--- config.mk ---
export PLATFORM = sky130hd
export DESIGN_NAME = rail_supervisor
export DESIGN_NICKNAME = d
export VERILOG_FILES = /design/src/rtl/rsv_pkg.sv /design/src/rtl/rsv_rail_latch.sv /design/src/rtl/rsv_startup_lock.sv /design/src/rtl/rsv_thermal.sv /design/src/rtl/rail_supervisor.sv
export SDC_FILE = /design/constraint.sdc
export NUM_CORES = 1
export LEC_CHECK = 0
export ABC_AREA = 1
export BUFFER_PORTS_ARGS = -buffer_cell sky130_fd_sc_hd__buf_2
export CORE_AREA = 2 2 39 41
export DETAILED_ROUTE_END_ITERATION = 10
export DIE_AREA = 0 0 41 43
export GPL_ROUTABILITY_DRIVEN = 0
export PLACE_DENSITY_LB_ADDON = 0.25
export SLEW_MARGIN = 20
export SYNTH_ARGS = -nofsm -noshare
export SYNTH_HDL_FRONTEND = slang
export SYNTH_SLANG_ARGS = --single-unit
--- constraint.sdc ---
create_clock -name clk -period 2 [get_ports clk]
set_input_delay 0.5 -clock clk [delete_from_list [all_inputs] [get_ports clk]]
set_output_delay 0.5 -clock clk [all_outputs]
set_load 0.02 [all_outputs]
--- src/rtl/rsv_pkg.sv ---
// Shared types for the rail supervisor.
// Assumes: temperature codes are unsigned integers in degrees.
package rsv_pkg;

    // Thermal condition reported by the thermal guard
    typedef enum logic [1:0] {
        TH_COOL = 2'd0,
        TH_WARM = 2'd1,
        TH_TRIP = 2'd2
    } therm_e;

    // Rail pass-element kind
    typedef enum logic {
        PASS_EXT = 1'b0,
        PASS_INT = 1'b1
    } pass_e;

endpackage

--- src/rtl/rsv_rail_latch.sv ---
// One rail's latch-off state.
// An internal-pass rail latches off on a qualified undervoltage.
// An external-pass rail never latches.
// Assumes: uv_hit is already qualified by the monitor-arm bit.
module rsv_rail_latch
    import rsv_pkg::*;
#(
    parameter pass_e KIND = PASS_EXT
) (
    input  logic clk,
    input  logic rst_n,
    input  logic shdn_n,
    input  logic uv_hit,
    output logic off_nx,
    output logic off_q
);

    // Next latch state: shutdown clears, internal undervoltage sets
    always_comb begin
        if (!shdn_n)
            off_nx = 1'b0;
        else
            off_nx = off_q | ((KIND == PASS_INT) & uv_hit);
    end

    // Latch-off register
    always_ff @(posedge clk) begin
        if (!rst_n) off_q <= 1'b0;
        else        off_q <= off_nx;
    end

    // a shutdown request releases the latch
    a_r5_latch_release: assert property (@(posedge clk) disable iff (!rst_n)
        !shdn_n |=> !off_q);

    generate
        if (KIND == PASS_INT) begin : g_int
            // an internal rail latches off on a qualified undervoltage
            a_r4_int_latch: assert property (@(posedge clk) disable iff (!rst_n)
                (shdn_n && uv_hit) |=> off_q);
            // the latch holds until a shutdown arrives
            a_r4_int_hold: assert property (@(posedge clk) disable iff (!rst_n)
                (off_q && shdn_n) |=> off_q);
        end
    endgenerate

endmodule

--- src/rtl/rsv_startup_lock.sv ---
// Whole-device lockout.
// Set by a standby-rail undervoltage inside the start-up window.
// Cleared only by reset.
// Assumes: stby_hit is qualified by the monitor-arm bits.
module rsv_startup_lock (
    input  logic clk,
    input  logic rst_n,
    input  logic startup_win,
    input  logic stby_hit,
    output logic lock_nx,
    output logic lock_q
);

    // Next lock state: sticky once set
    always_comb lock_nx = lock_q | (startup_win & stby_hit);

    // Lock register, cleared only by bias reset
    always_ff @(posedge clk) begin
        if (!rst_n) lock_q <= 1'b0;
        else        lock_q <= lock_nx;
    end

    // a start-up standby fault engages the lock
    a_r6_lock_set: assert property (@(posedge clk) disable iff (!rst_n)
        (startup_win && stby_hit) |=> lock_q);

    // the lock never releases without reset
    a_r6_lock_sticky: assert property (@(posedge clk) disable iff (!rst_n)
        lock_q |=> lock_q);

endmodule

--- src/rtl/rsv_thermal.sv ---
// Two-threshold thermal guard with hysteresis.
// warm: the temperature is at or above the warning level.
// trip: set at the trip level, cleared once the temperature falls below the warning level.
// Assumes: T_WARN < T_TRIP < 2**TEMP_W.
module rsv_thermal
    import rsv_pkg::*;
#(
    parameter int TEMP_W = 8,
    parameter int T_WARN = 140,
    parameter int T_TRIP = 155
) (
    input  logic              clk,
    input  logic              rst_n,
    input  logic [TEMP_W-1:0] temp_code,
    output logic              warm,
    output logic              trip_nx,
    output therm_e            state
);

    localparam logic [TEMP_W-1:0] WARN_C = TEMP_W'(T_WARN);
    localparam logic [TEMP_W-1:0] TRIP_C = TEMP_W'(T_TRIP);

    logic trip_q;
    logic hot_now;

    // Threshold compares
    always_comb begin
        warm    = (temp_code >= WARN_C);
        hot_now = (temp_code >= TRIP_C);
    end

    // Hysteresis: set at trip, hold in band, clear below warning
    always_comb begin
        if (hot_now)    trip_nx = 1'b1;
        else if (!warm) trip_nx = 1'b0;
        else            trip_nx = trip_q;
    end

    // Trip register
    always_ff @(posedge clk) begin
        if (!rst_n) trip_q <= 1'b0;
        else        trip_q <= trip_nx;
    end

    // Condition summary for neighbours
    always_comb begin
        if (trip_q)    state = TH_TRIP;
        else if (warm) state = TH_WARM;
        else           state = TH_COOL;
    end

    // reaching the trip level trips the guard
    a_r8_trip_set: assert property (@(posedge clk) disable iff (!rst_n)
        (temp_code >= TRIP_C) |=> trip_q);

    // falling below the warning level releases the guard
    a_r8_trip_resume: assert property (@(posedge clk) disable iff (!rst_n)
        (temp_code < WARN_C) |=> !trip_q);

    // the guard holds inside the hysteresis band
    a_r8_trip_band: assert property (@(posedge clk) disable iff (!rst_n)
        (trip_q && temp_code >= WARN_C) |=> trip_q);

endmodule

--- src/rtl/rail_supervisor.sv ---
// Rail fault and thermal supervisor (top).
// Qualifies the undervoltage flags with the monitor-arm bits.
// Applies the per-rail latch-off, the start-up lockout and the thermal guard.
// Registers the fault output and the per-rail enables.
// Assumes: all inputs are synchronous to clk.
// Bit i of INT_PASS and of STBY_MASK describes rail i.
module rail_supervisor
    import rsv_pkg::*;
#(
    parameter int                  N_RAILS   = 4,
    parameter int                  TEMP_W    = 8,
    parameter int                  T_WARN    = 140,
    parameter int                  T_TRIP    = 155,
    parameter logic [N_RAILS-1:0]  INT_PASS  = 4'b0101,
    parameter logic [N_RAILS-1:0]  STBY_MASK = 4'b0011
) (
    input  logic               clk,
    input  logic               rst_n,
    input  logic               shdn_n,
    input  logic               startup_win,
    input  logic [N_RAILS-1:0] mon_armed,
    input  logic [N_RAILS-1:0] uv_flag,
    input  logic [TEMP_W-1:0]  temp_code,
    output logic               fault,
    output logic [N_RAILS-1:0] rail_en,
    output logic               lockout
);

    localparam logic [TEMP_W-1:0] WARN_C = TEMP_W'(T_WARN);

    logic [N_RAILS-1:0] uv_hit;
    logic [N_RAILS-1:0] roff_nx;
    logic [N_RAILS-1:0] roff_q;
    logic               lock_nx;
    logic               warm;
    logic               trip_nx;
    therm_e             th_state;
    logic               fault_d;
    logic [N_RAILS-1:0] en_d;

    // Ignore flags from rails whose monitor is not yet armed
    always_comb uv_hit = uv_flag & mon_armed;

    // One latch per rail; the pass kind picks the variant
    generate
        for (genvar i = 0; i < N_RAILS; i++) begin : g_rail
            if (INT_PASS[i]) begin : g_int
                rsv_rail_latch #(.KIND(PASS_INT)) u_latch (
                    .clk(clk), .rst_n(rst_n), .shdn_n(shdn_n),
                    .uv_hit(uv_hit[i]), .off_nx(roff_nx[i]), .off_q(roff_q[i]));
            end else begin : g_ext
                rsv_rail_latch #(.KIND(PASS_EXT)) u_latch (
                    .clk(clk), .rst_n(rst_n), .shdn_n(shdn_n),
                    .uv_hit(uv_hit[i]), .off_nx(roff_nx[i]), .off_q(roff_q[i]));
            end
        end
    endgenerate

    rsv_startup_lock u_lock (
        .clk(clk), .rst_n(rst_n), .startup_win(startup_win),
        .stby_hit(|(uv_hit & STBY_MASK)),
        .lock_nx(lock_nx), .lock_q(lockout));

    rsv_thermal #(.TEMP_W(TEMP_W), .T_WARN(T_WARN), .T_TRIP(T_TRIP)) u_therm (
        .clk(clk), .rst_n(rst_n), .temp_code(temp_code),
        .warm(warm), .trip_nx(trip_nx), .state(th_state));

    // Fault and enable next values, computed from the next states
    always_comb begin
        fault_d = shdn_n & (lock_nx | (|uv_hit) | (|roff_nx) | warm);
        for (int i = 0; i < N_RAILS; i++)
            en_d[i] = shdn_n & ~lock_nx & ~trip_nx & ~roff_nx[i];
    end

    // Output registers, so the fault and enables do not glitch
    always_ff @(posedge clk) begin
        if (!rst_n) begin
            fault   <= 1'b0;
            rail_en <= '0;
        end else begin
            fault   <= fault_d;
            rail_en <= en_d;
        end
    end

    // an armed undervoltage raises the fault
    a_r1_uv_fault: assert property (@(posedge clk) disable iff (!rst_n)
        (shdn_n && (|(uv_flag & mon_armed))) |=> fault);

    // shutdown forces the fault low and every rail off
    a_r5_shdn: assert property (@(posedge clk) disable iff (!rst_n)
        !shdn_n |=> (!fault && rail_en == '0));

    // a locked device has no rail on and shows the fault
    a_r6_lock_outputs: assert property (@(posedge clk) disable iff (!rst_n)
        (lockout && $past(shdn_n)) |-> (rail_en == '0 && fault));

    // the warning level raises the fault
    a_r7_warm_fault: assert property (@(posedge clk) disable iff (!rst_n)
        (shdn_n && temp_code >= WARN_C) |=> fault);

    // the thermal trip turns every rail off
    a_r8_trip_off: assert property (@(posedge clk) disable iff (!rst_n)
        (th_state == TH_TRIP) |-> (rail_en == '0));

endmodule

==> qor.yml <==
status: "complete, no violations"
arrival_ns: 0.76
worstPathMaxFanout: 2
synth_top_area_frac: 0.4619
synth_flop_cell: "dfxtp_1"
grt-ovfl-total: 0
drive_gt1_frac: 0.3711
max_freq_mhz: 795.9
cts_hold_buffers: 0
ys_ff_latch: 11
die-area_mm2: 0.001763
cts_tree: "done"
synthArstFlopShare: 0
grt_antenna_before_repair: 0
worst_pin_slew_ns: 0.1962
drt-pass1-iter-count: 3
vias_per_cell: 4.230
slowest_delay_ns: 0.32
worstSetupPathType: "reg2out"
finalCritPeriodShare: 0.6283
routedWlPerCell_um: 7.832
cts_buffers: 3
post-synth-top-count-cell: "nand2_1"
coreArea_mm2: 0.001384
fp.dieH_um: 43
cts_setup_buffers: 0
fin_worst_skew_ns: 0.0004628
cts.path.max_buffers: 2
drc_errors: 0
slew_violations: 0
ys_top_cells_by_count: "nand2_1 (28), dfxtp_1 (11), nor2_1 (8), inv_1 (7), nor2_2 (4)"
place_hpwl_um: 704.5
ios: 26
crit_buf_inv: 1
cpLargestDelayFamily: "flip-flops"
n_antenna_cell: 0
cts-resized-gates: 0
synth-seq-area-share: 0.4619
grt_usage: 0.1303
ant_nets: 0
vias: 478
slew_headroom: 0.8690
synthCells: 68
insertion_delay_ns: 0.27
dp_slack_ns: 0.7170
finalSetupViolations: 0
syn-num-nets: 88
start_util: 0.3445
die_width_um: 41
synthTopCellsByArea: "dfxtp_1 (46%), nand2_1 (22%), nor2_1 (6.3%)"
cp.required_ns: 1.50
hp-class: "reg2reg"
synth-edff-count: 0
syn_area_um2: 476.7
num-fill-cells: 154
root_buffer: "clkbuf_4"
synth_area_leader_cell: "dfxtp_1"
ys_types: 13
path_cells: "buf_2"
leakage_nw: 0.3705
power_density_mw_per_mm2: 716.9
drt_iter0_markers: 7
htreeDepth: 1
layout_setup_ws_ns: 0.7435
syn_avg_cell_area_um2: 7.010
fin_setup_tns_ns: 0
row_count: 14
drv_cap: 0
hold_viol: 0
routed_wl_um: 885
max-vdd-ir-drop_uv: 398.4
yosys_warnings: 0
grt_pass1_wl_um: 1483
cp_slowest_cell: "dfxtp_1"
final_nets: 118
clkSinkCount: 11
path_clk_slew_ns: 0.07
grt_max_degree: 7
grt_pass1_vias: 423
worst_setup_path_end_kind: "primary output"
cp-start-kind: "flop"
period_minus_slack_ns: 1.257
portBuffers: 25
syn_to_final_growth_pct: 35.96
rsz0062_at_grt: "false"
## placed cells by master (no fill, tap or decap), types with 3 or more instances in the layout
master and n:
clkbuf_4 3, dfxtp_1 11, buf_2 25, nor2_1 8
a21oi_1 3, inv_1 7, nand2_1 28, nor2_2 4
## routing by layer
metal	track usage	wire length, um	vias up
li1	-	-	262
met2	0.2000	367	19
met1	0.1246	398	192
met4	0.1400	43	0
met5	0	0	-
met3	0.03141	76	5
## report_power, final
part           total, mW  internal, mW  switching [mW]
sequential         0.230         0.228         0.00202
clock              0.155        0.0775          0.0777
combinational     0.0795        0.0336          0.0460
## final timing paths
check / startpoint / end / slack (ns) / cells after the start
min reg2reg: u_lock.lock_q / u_lock.lock_q / 0.47 / 2
max: u_lock.lock_q / lockout / 0.74 / 1
min: u_lock.lock_q / u_lock.lock_q / 0.47 / 2
max reg2reg: g_rail[1].g_ext.u_latch.off_q / fault / 1.13 / 6
## final cells by class
type / instances / area [um2] / area share
well taps: 16 / 20.02 / 0.03089
inverters: 8 / 30.03 / 0.04633
flip-flops and latches: 11 / 220.2 / 0.3398
multi-input cells: 49 / 226.5 / 0.3494
repair buffers: 25 / 125.1 / 0.1931
clock buffers: 4 / 26.28 / 0.04054
## metrics by stage
stage	utilization	std cells	cell area (um2)	hold WS [ns]	power [mW]
detailed placement	0.4494	109	621.8	0.4617	0.3159
global placement	0.4494	109	621.8	0.4621	0.3152
finish	0.4684	113	648.1	0.4677	0.4646
CTS	0.4684	113	648.1	0.4727	0.4675
floorplan	-	68	476.7	0.4382	0.2829
global route	0.4684	113	648.1	0.4904	0.4914
## registers in the layout (all words and copies together) (netlist names)
| signal | flops |
|---|---|
| g_rail.g_ext.u_latch.off_q | 2 |
| fault | 1 |
| u_therm.trip_q | 1 |
| rail_en | 4 |
| g_rail.g_int.u_latch.off_q | 2 |
| u_lock.lock_q | 1 |
## tightest hold or removal path, delay by kind of cell (launching register included)
kind,cells,cell delay (ns)
AOI/OAI and AO/OA,1,0.06
buffers and inverters,1,0.06
DFF,1,0.31
## cells by family (layout without fill, tap and decap cells)
kind of cell,count (synthesis),after routing,synth area share
and+or+nand+nor,45,45,0.4252
AOI/OAI and AO/OA,4,4,0.04986
buffers and inverters,8,37,0.06299
DFF,11,11,0.4619
No activity file was read; power rests on OpenSTA's default activity.
